$ cat config.mk
export PLATFORM = sky130hd
export DESIGN_NAME = uart_flow_ctrl
export DESIGN_NICKNAME = d
export VERILOG_FILES = /design/src/rtl/uart_fc_pkg.sv /design/src/rtl/fc_cts_sync.sv /design/src/rtl/fc_tx_gate.sv /design/src/rtl/fc_rts_ctrl.sv /design/src/rtl/uart_flow_ctrl.sv
export SDC_FILE = /design/constraint.sdc
export NUM_CORES = 1
export LEC_CHECK = 0
export CAP_MARGIN = 20
export CORE_AREA = 5 5 42 44
export DETAILED_ROUTE_END_ITERATION = 6
export DIE_AREA = 0 0 47 49
export HOLD_SLACK_MARGIN = 0.12
export PLACE_DENSITY = 0.71
export SKIP_LAST_GASP = 1
export SYNTH_ARGS = -nofsm -noshare
export SYNTH_HDL_FRONTEND = slang
export SYNTH_HIERARCHICAL = 1
export SYNTH_SLANG_ARGS = --single-unit
$ cat constraint.sdc
create_clock -name clk -period 1 [get_ports clk]
set_input_delay 0.3 -clock clk [delete_from_list [all_inputs] [get_ports clk]]
set_output_delay 0.3 -clock clk [all_outputs]
set_load 0.01 [all_outputs]
$ cat src/rtl/uart_fc_pkg.sv
package uart_fc_pkg;
  localparam int FIFO_DEPTH = 64;
  localparam int CNT_W      = $clog2(FIFO_DEPTH + 1);
  localparam int FIELD_W    = 4;
  localparam int THR_W      = 2 * FIELD_W;
  localparam int SCALE_SH   = 2;
  localparam int SYNC_STAGES = 2;

  // Threshold field to FIFO level: field times four
  function automatic logic [CNT_W-1:0] field_to_level(input logic [FIELD_W-1:0] f);
    return CNT_W'(f) << SCALE_SH;
  endfunction

  // Halt field sits in the low nibble, resume in the high nibble
  function automatic logic [FIELD_W-1:0] halt_field(input logic [THR_W-1:0] t);
    return t[FIELD_W-1:0];
  endfunction

  function automatic logic [FIELD_W-1:0] resume_field(input logic [THR_W-1:0] t);
    return t[THR_W-1:FIELD_W];
  endfunction
endpackage

$ cat src/rtl/fc_cts_sync.sv
module fc_cts_sync #(
  parameter int STAGES = 2
) (
  input  logic clk,
  input  logic rst_n,
  input  logic d_async,
  output logic q_sync
);
  logic [STAGES-1:0] chain;

  genvar gi;
  generate
    for (gi = 0; gi < STAGES; gi++) begin : g_stage
      if (gi == 0) begin : g_first
        always_ff @(posedge clk or negedge rst_n) begin
          if (!rst_n) chain[gi] <= 1'b0;
          else        chain[gi] <= d_async;
        end
      end else begin : g_next
        always_ff @(posedge clk or negedge rst_n) begin
          if (!rst_n) chain[gi] <= 1'b0;
          else        chain[gi] <= chain[gi-1];
        end
      end
    end
  endgenerate

  assign q_sync = chain[STAGES-1];

  // Cycles since reset, saturating, for assertion arming
  logic [1:0] age;
  always_ff @(posedge clk or negedge rst_n) begin
    if (!rst_n)        age <= '0;
    else if (age != 2'd3) age <= age + 2'd1;
  end

  AST_SYNC_CLEARED: assert property (@(posedge clk) disable iff (!rst_n)
    (age == 2'd0) |-> !q_sync);
  AST_SYNC_LATENCY: assert property (@(posedge clk) disable iff (!rst_n)
    (STAGES == 2 && age >= 2'd2) |-> (q_sync == $past(d_async, 2)));
endmodule

$ cat src/rtl/fc_tx_gate.sv
module fc_tx_gate (
  input  logic cts_en,
  input  logic cts_level,
  input  logic start_req,
  output logic start_blocked,
  output logic tx_go
);
  // Only the start of a new character is qualified; nothing aborts one in flight
  assign start_blocked = cts_en & cts_level;
  assign tx_go         = start_req & ~start_blocked;
endmodule

$ cat src/rtl/fc_rts_ctrl.sv
module fc_rts_ctrl
  import uart_fc_pkg::*;
(
  input  logic             clk,
  input  logic             rst_n,
  input  logic             en,
  input  logic             sw_level,
  input  logic [THR_W-1:0] thr,
  input  logic [CNT_W-1:0] count,
  output logic             halt_hit,
  output logic             resume_hit,
  output logic             rts_q
);
  logic [CNT_W-1:0] halt_lvl;
  logic [CNT_W-1:0] resume_lvl;
  logic             rts_d;

  assign halt_lvl   = field_to_level(halt_field(thr));
  assign resume_lvl = field_to_level(resume_field(thr));
  assign halt_hit   = (count >= halt_lvl);
  assign resume_hit = (count <= resume_lvl);

  always_comb begin
    if (!en)             rts_d = sw_level;
    else if (halt_hit)   rts_d = 1'b1;   // halt has priority
    else if (resume_hit) rts_d = 1'b0;
    else                 rts_d = rts_q;  // hysteresis band
  end

  always_ff @(posedge clk or negedge rst_n) begin
    if (!rst_n) rts_q <= 1'b0;
    else        rts_q <= rts_d;
  end

  logic armed;
  always_ff @(posedge clk or negedge rst_n) begin
    if (!rst_n) armed <= 1'b0;
    else        armed <= 1'b1;
  end

  AST_RTS_RESET_LOW: assert property (@(posedge clk) disable iff (!rst_n)
    !armed |-> !rts_q);
  AST_RTS_HALT: assert property (@(posedge clk) disable iff (!rst_n)
    (armed && $past(en) && ($past(count) >= {1'b0, $past(thr[3:0]), 2'b00})) |-> rts_q);
  AST_RTS_RESUME: assert property (@(posedge clk) disable iff (!rst_n)
    (armed && $past(en) && ($past(count) <= {1'b0, $past(thr[7:4]), 2'b00})
     && !$past(halt_hit)) |-> !rts_q);
  AST_RTS_HOLD: assert property (@(posedge clk) disable iff (!rst_n)
    (armed && $past(en) && !$past(halt_hit) && !$past(resume_hit)) |-> $stable(rts_q));
  AST_RTS_BOTH: assert property (@(posedge clk) disable iff (!rst_n)
    (armed && $past(en) && $past(halt_hit) && $past(resume_hit)) |-> rts_q);
  AST_RTS_SOFT: assert property (@(posedge clk) disable iff (!rst_n)
    (armed && !$past(en)) |-> (rts_q == $past(sw_level)));
endmodule

$ cat src/rtl/uart_flow_ctrl.sv
module uart_flow_ctrl
  import uart_fc_pkg::*;
(
  input  logic             clk,
  input  logic             rst_n,
  input  logic             cts_en,
  input  logic             rts_en,
  input  logic             rts_sw,
  input  logic [THR_W-1:0] rts_thr,
  input  logic [CNT_W-1:0] rx_count,
  input  logic             cts_in,
  input  logic             tx_start_req,
  output logic             tx_go,
  output logic             rts_out
);
  logic cts_level;
  logic start_blocked;
  logic halt_hit;
  logic resume_hit;

  fc_cts_sync #(.STAGES(SYNC_STAGES)) u_sync (
    .clk     (clk),
    .rst_n   (rst_n),
    .d_async (cts_in),
    .q_sync  (cts_level)
  );

  fc_tx_gate u_gate (
    .cts_en        (cts_en),
    .cts_level     (cts_level),
    .start_req     (tx_start_req),
    .start_blocked (start_blocked),
    .tx_go         (tx_go)
  );

  fc_rts_ctrl u_rts (
    .clk        (clk),
    .rst_n      (rst_n),
    .en         (rts_en),
    .sw_level   (rts_sw),
    .thr        (rts_thr),
    .count      (rx_count),
    .halt_hit   (halt_hit),
    .resume_hit (resume_hit),
    .rts_q      (rts_out)
  );

  logic [1:0] warm;
  always_ff @(posedge clk or negedge rst_n) begin
    if (!rst_n)            warm <= '0;
    else if (warm != 2'd3) warm <= warm + 2'd1;
  end

  AST_CTS_STOPS_START: assert property (@(posedge clk) disable iff (!rst_n)
    (warm >= 2'd2 && cts_en && $past(cts_in, 2)) |-> !tx_go);
  AST_CTS_LOW_PASSES: assert property (@(posedge clk) disable iff (!rst_n)
    (warm >= 2'd2 && !$past(cts_in, 2) && tx_start_req) |-> tx_go);
  AST_NO_GATE_OFF: assert property (@(posedge clk) disable iff (!rst_n)
    (!cts_en && tx_start_req) |-> !start_blocked);
endmodule

# == Yosys cells after proc, flatten, opt, wreduce, memory -nomap -nowiden ==
# Cells that the tools add are included.
# Widths: inputs -> output; s select.
# word_totals
word_cells,12
in_bits,22
ff_bits,3
# op_classes
n_bitwise,3
eq_ne,1
muxes,3
order_cmp,2
# op_table
cell,count
$ge 7x6->1,1
$le 7x6->1,1
$mux 1,3
$ne 3x1->1 const B,1
$and 1x1->1,2
$not 1->1,1

# == Logic depth before layout (Yosys ltp) ==
# Gate-level depths: netlist of the first run.
# depth
word_depth,4
ltp_mapped,6
ltp_nobuf,6

# == Hierarchy ==
# The synthesis of the first run kept the hierarchy.
# modules_own_cells
mod,seq_area_each_um2,instances,cells_per_inst,area_per_inst_um2
fc_rts_ctrl,25.0,1,34,261.5
fc_cts_sync,50.0,1,2,50.0
fc_tx_gate,0.0,1,2,13.8

# == Least setup slack after synthesis of the first run ==
# Ideal clock, no wire load.
# synth_timing
path_kind,in2reg
start,in rts_thr[5]
end,reg u_rts.rts_q
path_buffers,0
setup_time_ns,0.138
setup_slack_ns,-0.415
path_stages,6
arrival_time_ns,1.277
path_cell_list,inv_1 > ha_1 > nand4_1 > or4_1 > o311ai_1 > a31oi_1
# synth_between
elab_chain_cells,2
# synth_rtl
item,line,source
from (decl),uart_flow_ctrl.sv:9,"input logic [THR_W-1:0] rts_thr,"
$le 7x6->1,fc_rts_ctrl.sv:21,assign resume_hit = (count <= resume_lvl);
$ne 3x1->1 (no line),n/a,
to (signal assigned),fc_rts_ctrl.sv:32,else rts_q <= rts_d;
to (decl),fc_rts_ctrl.sv:12,output logic rts_q
# No other way between the ends.
# A chain may end at the register's enable or synchronous reset.

# == Final worst setup path of the first run ==
# layout_timing
start,in rx_count[2]
end,reg u_rts.rts_q
# layout_between
elab_chain_cells,3
# layout_rtl
item,line,source
from (decl),uart_flow_ctrl.sv:10,"input logic [CNT_W-1:0] rx_count,"
$ge 7x6->1,fc_rts_ctrl.sv:20,assign halt_hit = (count >= halt_lvl);
$mux 1,fc_rts_ctrl.sv:25,else if (halt_hit) rts_d = 1'b1;
$mux 1,fc_rts_ctrl.sv:24,if (!en) rts_d = sw_level;
# Parallel ways exist; a longest one is shown, timed or not.

==> impl_metrics.py, run 1 <==
metrics = {
    "clocking": {
        "postCtsHoldBufs": 0,
        "cts_tree": "built",
        "clk_pin_slew_ps": 40,
        "clk_latency_ps": 240,
        "htreeDepth": 1,
        "cts.path.max_buffers": 2,
        "cts_made_buffers": 3,
        "root_buffer": "clkbuf_4",
        "clock-sinks": 3,
    },
    "placed_design": {
        "portBuffers": 23,
        "gp_congestion": 0.704,
        "dpl.hpwl_um": 830,
        "detailedPlace.worstSlack_ps": -980,
        "place_inst": 77,
    },
    "flow_run": {
        "cap_violations": 0,
    },
    "sta": {
        "drv_slew": 0,
        "worst_pin_slew_ps": 248,
        "setup_slack_ps": -276,
        "slew_headroom_pct": 83.5,
        "clock.fmax_mhz": 784,
        "min_period_over_period_pct": 128,
        "rsz0062_at_grt": "yes",
        "fin_crit_ps": 1280,
        "hold_viol": 0,
        "setup_viol": 3,
        "finClkSkew_ps": 3.41,
    },
    "route": {
        "viasPerCell": 4.65,
        "drt_wl_total_mm": 1.13,
        "drt_pass1_iterations": 1,
        "wl_per_cell_um": 13.8,
        "dr.first_iter.drc_count": 0,
        "vias": 381,
        "post-route-drc-count": 0,
        "ant_nets": 0,
    },
    "floorplan": {
        "core-area_um2": 1400,
        "initial_core_util_pct": 21.5,
        "die_h_um": 49,
        "ios": 24,
        "die_area_um2": 2300,
        "num_rows": 14,
        "die_width_um": 47,
    },
    "global_routing": {
        "grt_pass1_vias": 435,
        "grt_pass1_wl_mm": 1.65,
        "grt_max_degree": 4,
        "antenna_found_initial": 0,
        "track_usage_pct": 10.5,
        "grt.overflow.total": 0,
    },
    "synthesis": {
        "synthesis.nets": 64,
        "ys_warn_count": 6,
        "syn-cell-area_um2": 302,
        "syn_inst": 34,
        "syn_avg_cell_area_um2": 8.87,
    },
    "finish": {
        "final_nets": 97,
        "syn2layout_area_growth_pct": 141,
        "layout_commonest_cell": "buf_6",
        "drive_gt1_share_pct": 56.1,
        "layout_common_cells": "buf_6 (7), dlygate4sd2_1 (5), ha_4 (5), buf_4 (5), clkdlybuf4s50_1 (4)",
        "n_antenna_cell": 0,
        "final_cells": 82,
        "fillers": 138,
    },
    "critical_path": {
        "startpoint_type": "input pin",
        "path_class": "input pin to flop",
        "end_kind": "flop",
        "worstPathMaxFanout": 2,
        "crit_required_ps": 1110,
        "crit_arrival_ps": 1380,
    },
    "power_and_ir_drop": {
        "ir_drop_mv": 0.340,
        "p_per_area_nw_per_um2": 832,
        "leakagePower_nw": 0.343,
    },
    "run_status": {
        "status": "finished, violations left",
        "violations": "setup timing",
    },
    "worst_hold_path": {
        "worstHoldPathType": "input pin to asynchronous set/reset pin",
    },
}
==> worst paths after layout <==
| path | from | to | slack (ps) | depth (start not counted) |
|---|---|---|---|---|
| setup / recovery | rx_count[2] | u_rts/rts_q | -280 | 7 |
| hold / removal | rst_n | u_sync/chain[0] | 250 | 1 |
| setup reg to reg | u_rts/rts_q | u_rts/rts_q | 160 | 3 |
| hold reg to reg | u_sync/chain[0] | u_sync/q_sync | 360 | 0 |
| max in group asynchronous | rst_n | u_sync/q_sync | 590 | 1 |
| min in group clk | u_sync/chain[0] | u_sync/q_sync | 360 | 0 |
==> layout make-up <==
class	count	area [um2]	area share [%]
clock buffer	4	26.3	3.61
sequential	3	75.1	10.3
timing repair buffer	28	268	36.8
multi-input combinational	24	307	42.2
tap	16	20.0	2.75
inverter	7	31.3	4.30
==> worst max-delay path: stages <==
cell	delay (ps)
buf_6	70
inv_4	30
ha_4	250
nand4_1	80
or4_4	440
o311ai_4	80
a31oi_1	130
==> through the flow <==
| step | hold slack [ps] | power (mW) | util [%] | setup TNS, ps | area [um2] |
|---|---|---|---|---|---|
| floorplan | 4.41 | 0.196 | - | -377 | 302 |
| global placement | 336 | 0.321 | 41.5 | -1790 | 582 |
| detailed placement | 345 | 0.327 | 41.5 | -1910 | 582 |
| CTS | 241 | 0.596 | 49.3 | -736 | 691 |
| global route | 240 | 0.649 | 51.9 | -599 | 727 |
| finish | 250 | 0.605 | 51.9 | -489 | 727 |
==> layer usage <==
layer  up-vias  share of wire (%)  track usage, %
met4         0                3.0            8.76
met5         -                  0               0
met2        13                 60            18.3
met1       177                 31            8.13
met3         4                5.9            4.43
li1        187                  -               -
==> timing repair <==
action	CTS	global route
setup endpoints to repair	3	3
setup buffers	1	0
gates cloned	0	0
pin swaps	15	9
hold endpoints to repair	0	0
resized for setup	67	12
==> sequential cells by signal, indices dropped and copies added (netlist names) <==
register	count
u_sync/chain	1
u_sync/q_sync	1
u_rts/rts_q	1
==> report_power, final <==
group	leakage (nW)	internal, mW	switching (mW)
combinational	0.294	0.154	0.0942
sequential	0.0339	0.130	0.00306
clock	0.0150	0.150	0.0731
(Power assumes the default switching activity.)
==> inputs of run 2 (changes only) <==
--- a/config.mk
+++ b/config.mk
@@ -10,7 +10,7 @@
 export DETAILED_ROUTE_END_ITERATION = 6
 export DIE_AREA = 0 0 47 49
 export HOLD_SLACK_MARGIN = 0.12
-export PLACE_DENSITY = 0.71
+export PLACE_DENSITY = 0.73
 export SKIP_LAST_GASP = 1
 export SYNTH_ARGS = -nofsm -noshare
 export SYNTH_HDL_FRONTEND = slang
==> constraint.sdc (replaced) <==
create_clock -name clk -period 1.08 [get_ports clk]
set_input_delay 0.324 -clock clk [delete_from_list [all_inputs] [get_ports clk]]
set_output_delay 0.324 -clock clk [all_outputs]
set_load 0.01 [all_outputs]
==> run 2 against run 1 <==
Compared with the run above: the flow still finishes with violations (setup timing); largest cell class unchanged; combinational power is 8% lower; clock power is 13% lower; critical endpoint unchanged; clock skew hardly changed.
==> impl_metrics.py, run 2 (synthesis results as in run 1) <==
metrics = {
    "finish": {
        "stdcell_area_um2": 749,
        "fin_util_pct": 53.5,
        "n_antenna_cell": 0,
        "final_nets": 97,
        "layout_commonest_cell": "ha_4",
        "drive_gt1_share_pct": 57.6,
        "syn2layout_area_growth_pct": 149,
        "layout_common_cells": "ha_4 (7), buf_6 (6), dlygate4sd2_1 (5), buf_4 (5), clkdlybuf4s50_1 (4)",
    },
    "route": {
        "drt_wl_total_um": 929,
        "post-route-drc-count": 0,
        "wl_per_cell_um": 11.3,
        "ant_nets": 0,
        "drt_pass1_iterations": 3,
        "viasPerCell": 4.51,
        "vias": 370,
        "dr.first_iter.drc_count": 1,
    },
    "sta": {
        "setup_slack_ps": -186,
        "timing.hold.ws_ps": 287,
        "fin_crit_ps": 1270,
        "slew_headroom_pct": 83.9,
        "rsz0062_at_grt": "yes",
        "clock.fmax_mhz": 790,
        "min_period_over_period_pct": 117,
        "worst_pin_slew_ps": 239,
        "hold_viol": 0,
        "setup_viol": 2,
        "drv_slew": 0,
        "finClkSkew_ps": 3.57,
    },
    "floorplan": {
        "initial_core_util_pct": 21.5,
        "die_h_um": 49,
        "die_width_um": 47,
        "die_area_um2": 2300,
        "num_rows": 14,
        "ios": 24,
        "core-area_um2": 1400,
    },
    "global_routing": {
        "grt.overflow.total": 0,
        "grt_pass1_vias": 379,
        "antenna_found_initial": 0,
        "grt_pass1_wl_mm": 1.45,
        "grt_max_degree": 4,
        "track_usage_pct": 8.24,
    },
    "clocking": {
        "clk_pin_slew_ps": 40,
        "htreeDepth": 1,
        "clock-sinks": 3,
        "cts.path.max_buffers": 2,
        "cts_made_buffers": 3,
        "postCtsHoldBufs": 0,
        "clk_latency_ps": 230,
        "root_buffer": "clkbuf_4",
        "cts_tree": "built",
    },
    "critical_path": {
        "worstPathMaxFanout": 2,
        "startpoint_type": "input pin",
        "path_class": "input pin to flop",
        "crit_buf_inv": 2,
        "crit_arrival_ps": 1370,
        "crit_path_max_incr_delay_ps": 440,
        "reg2reg_setup_slack_ps": 160,
        "end_kind": "flop",
        "crit_required_ps": 1180,
        "cp_cell_sequence": "buf_8 > inv_6 > ha_4 > nand4_1 > or4_4 > o311ai_4 > a31oi_1",
        "critPathTopFamily": "simple AND/OR/NAND/NOR gates",
        "critPathSlowestCell": "or4_4",
        "timing.rr.start": "u_rts/rts_q",
        "timing.rr.end": "u_rts/rts_q",
        "r2r_cells": 4,
    },
    "worst_hold_path": {
        "worstHoldPathType": "input pin to asynchronous set/reset pin",
    },
    "placed_design": {
        "placed_cell_area_um2": 574,
        "portBuffers": 23,
        "gp_congestion": 0.703,
        "detailedPlace.worstSlack_ps": -862,
        "dpl.hpwl_um": 748,
    },
    "power_and_ir_drop": {
        "total_power_mw": 0.546,
        "p_per_area_nw_per_um2": 728,
        "leakagePower_nw": 0.335,
        "ir_drop_mv": 0.304,
    },
    "run_status": {
        "status": "finished, violations left",
        "violations": "setup timing",
    },
    "flow_run": {
        "cap_violations": 0,
    },
}
==> run 2: changes by cell type in the layout (fill, tap and decap cells not counted), sizes merged <==
| cell | change |
|---|---|
| clkdlybuf4s15 | +1 |
| dlymetal6s2s | -1 |
==> run 2: what timing repair did <==
action	CTS	global route
pin swaps	16	11
setup buffers	1	1
cloned	0	0
resized for setup	70	15
endpoints found under the setup margin	3	3
==> run 2: worst max path at each step <==
stage | cells past startpoint | to | slack (ps) | start
5_1_grt | 7 | u_rts/rts_q | -250 | rts_thr[1]
2_1_floorplan | 6 | u_rts/rts_q | -320 | rts_thr[5]
6_report | 7 | u_rts/rts_q | -190 | rx_count[2]
4_1_cts | 7 | u_rts/rts_q | -240 | rts_thr[6]
3_3_place_gp | 7 | u_rts/rts_q | -840 | rts_thr[5]
3_5_place_dp | 7 | u_rts/rts_q | -860 | rts_thr[5]
==> run 2: layout make-up <==
class | instances | area [um2]
fill | 129 | 652
timing repair buffer | 28 | 269
multi-input combinational | 24 | 325
clock buffer | 4 | 26.3
inverter | 7 | 33.8
sequential | 3 | 75.1
tap | 16 | 20.0
==> run 2: layer usage <==
metal	global-route usage (%)	vias to the layer above	routed length, um
met5	0	-	0
met2	14.7	13	466
li1	-	189	-
met1	9.23	168	367
met4	2.76	0	0
met3	1.48	0	95
==> run 2: power by group <==
part	total, mW	switching (mW)	internal, mW
Sequential	0.123	0.00292	0.120
Combinational	0.229	0.0834	0.145
Clock	0.194	0.0557	0.138
==> run 2: metrics by stage <==
stage / setup TNS (ps) / std cells
finish: -266 / 82
global route: -363 / 82
CTS: -479 / 81
detailed placement: -1700 / 76
global placement: -1650 / 76
floorplan: -321 / 34
==> run 2: worst register-to-register path: stages, from the launching register on <==
cell and delay [ps]:
dfrtp_1 370, buf_4 130, buf_4 130, o311ai_4 60
a31oi_1 100
==> inputs of run 3 (changes only) <==
--- a/config.mk
+++ b/config.mk
@@ -6,11 +6,15 @@
 export NUM_CORES = 1
 export LEC_CHECK = 0
 export CAP_MARGIN = 20
-export CORE_AREA = 5 5 42 44
+export CELL_PAD_IN_SITES_DETAIL_PLACEMENT = 1
+export CELL_PAD_IN_SITES_GLOBAL_PLACEMENT = 2
+export CORE_ASPECT_RATIO = 1.5
+export CORE_MARGIN = 5
+export CORE_UTILIZATION = 14
 export DETAILED_ROUTE_END_ITERATION = 6
-export DIE_AREA = 0 0 47 49
 export HOLD_SLACK_MARGIN = 0.12
-export PLACE_DENSITY = 0.73
+export MAX_ROUTING_LAYER = met4
+export PLACE_DENSITY = 0.79
 export SKIP_LAST_GASP = 1
 export SYNTH_ARGS = -nofsm -noshare
 export SYNTH_HDL_FRONTEND = slang
==> run 3 against run 2 <==
Compared with the run above: the flow still finishes with violations (setup timing); global-route usage is 0.59 points higher; power is 1.4% higher; core utilization is 17 points lower; combinational power hardly changed; sequential cell count stayed put; maximum frequency is 1.8% lower; worst setup slack worse by 24 ps; design area is 0.83% lower; non-clock buffer count stayed put; critical path depth is 1 lower; critical path type unchanged.
==> impl_metrics.py, run 3 (synthesis results as in run 1) <==
metrics = {
    "run_status": {
        "status": "finished, violations left",
        "violations": "setup timing",
    },
    "power_and_ir_drop": {
        "ir_drop_mv": 0.200,
        "p_per_area_nw_per_um2": 744,
        "leakagePower_nw": 0.313,
    },
    "placed_design": {
        "gp_congestion": 0.673,
        "place_inst": 82,
        "portBuffers": 23,
        "dpl.hpwl_um": 898,
    },
    "clocking": {
        "clk_latency_ps": 230,
        "cts.path.max_buffers": 2,
        "postCtsHoldBufs": 0,
        "clock-sinks": 3,
        "root_buffer": "clkbuf_4",
        "htreeDepth": 1,
        "clk_pin_slew_ps": 40,
        "cts_made_buffers": 3,
        "cts_tree": "built",
    },
    "sta": {
        "timing.hold.ws_ps": 275,
        "setup_viol": 2,
        "slew_headroom_pct": 84.3,
        "hold_viol": 0,
        "fin_crit_ps": 1290,
        "finalSetupTns_ps": -289,
        "worst_pin_slew_ps": 231,
        "drv_slew": 0,
        "min_period_over_period_pct": 119,
        "setup_slack_ps": -209,
        "finClkSkew_ps": 2.53,
        "rsz0062_at_grt": "yes",
        "clock.fmax_mhz": 776,
    },
    "floorplan": {
        "num_rows": 20,
        "initial_core_util_pct": 14.7,
        "die_width_um": 47.9,
        "ios": 24,
        "core-area_um2": 2050,
        "die_h_um": 66.8,
        "die_area_um2": 3200,
    },
    "route": {
        "vias": 390,
        "drt_wl_total_mm": 1.21,
        "drt_pass1_iterations": 4,
        "dr.first_iter.drc_count": 3,
        "post-route-drc-count": 0,
        "viasPerCell": 4.43,
        "ant_nets": 0,
        "wl_per_cell_um": 13.7,
    },
    "finish": {
        "syn2layout_area_growth_pct": 146,
        "layout_common_cells": "ha_4 (8), buf_6 (7), inv_2 (6)",
        "drive_gt1_share_pct": 60.6,
        "layout_commonest_cell": "ha_4",
        "final_cells": 88,
        "n_antenna_cell": 0,
        "final_nets": 97,
        "fillers": 246,
        "fin_util_pct": 36.2,
    },
    "global_routing": {
        "grt_pass1_wl_mm": 1.83,
        "grt.overflow.total": 0,
        "track_usage_pct": 8.83,
        "grt_pass1_vias": 448,
        "grt_max_degree": 4,
        "antenna_found_initial": 0,
    },
    "critical_path": {
        "crit_arrival_ps": 1390,
        "startpoint_type": "input pin",
        "crit_required_ps": 1180,
        "worstPathMaxFanout": 2,
        "path_class": "input pin to flop",
        "end_kind": "flop",
    },
    "worst_hold_path": {
        "worstHoldPathType": "input pin to asynchronous set/reset pin",
    },
    "flow_run": {
        "cap_violations": 0,
    },
}
run 3: layout make-up:
cell class,instances,area (um2),share of cell area [%]
Timing Repair Buffer,28,263,35.4
Tap cell,22,27.5,3.70
Clock buffer,4,26.3,3.54
Inverter,7,31.3,4.21
Multi-Input combinational cell,24,320,43.1
Sequential cell,3,75.1,10.1
run 3: metal layers:
layer  GRT usage (%)  vias to the layer above  share of wire [%]
met4            7.07                        0                2.1
met2            14.1                       16                 59
met3            3.24                        2                6.2
li1                -                      185                  -
met1            7.90                      187                 33
met5               -                        -                  0
run 3: what timing repair did:
| action | in CTS | in global routing |
|---|---|---|
| pin swaps | 16 | 9 |
| buffers inserted | 1 | 1 |
| endpoints found under the hold margin | 0 | 0 |
| setup endpoints to repair | 3 | 3 |
| resized for setup | 72 | 17 |
run 3: where the power goes:
| group | total [mW] | internal (mW) | switching (mW) |
|---|---|---|---|
| clock | 0.198 | 0.139 | 0.0593 |
| combinational | 0.232 | 0.144 | 0.0880 |
| sequential | 0.123 | 0.120 | 0.00296 |
run 3: worst max-delay path, stage by stage:
cell	delay (ps)
buf_8	100
ha_4	250
nand4_1	80
or4_1	400
o311ai_1	100
a31oi_1	130
run 3: metrics by stage:
stage	power [mW]	setup WS (ps)	instance area, um2
final	0.553	-209	743
after global routing	0.617	-227	743
after CTS	0.538	-251	686
after detailed placement	0.304	-900	582
after global placement	0.298	-853	582
after floorplan	0.181	-321	302
run 3: path summary, 6_finish.rpt:
check                           cells after the start       startpoint  slack [ps]         endpoint
worst max-delay path                                6      rx_count[4]        -210      u_rts/rts_q
worst min-delay path                                1            rst_n         280  u_sync/chain[0]
worst max register to register                      4      u_rts/rts_q         140      u_rts/rts_q
worst min register to register                      0  u_sync/chain[0]         360    u_sync/q_sync
max in group asynchronous                           1            rst_n         660    u_sync/q_sync
min in group clk                                    0  u_sync/chain[0]         360    u_sync/q_sync
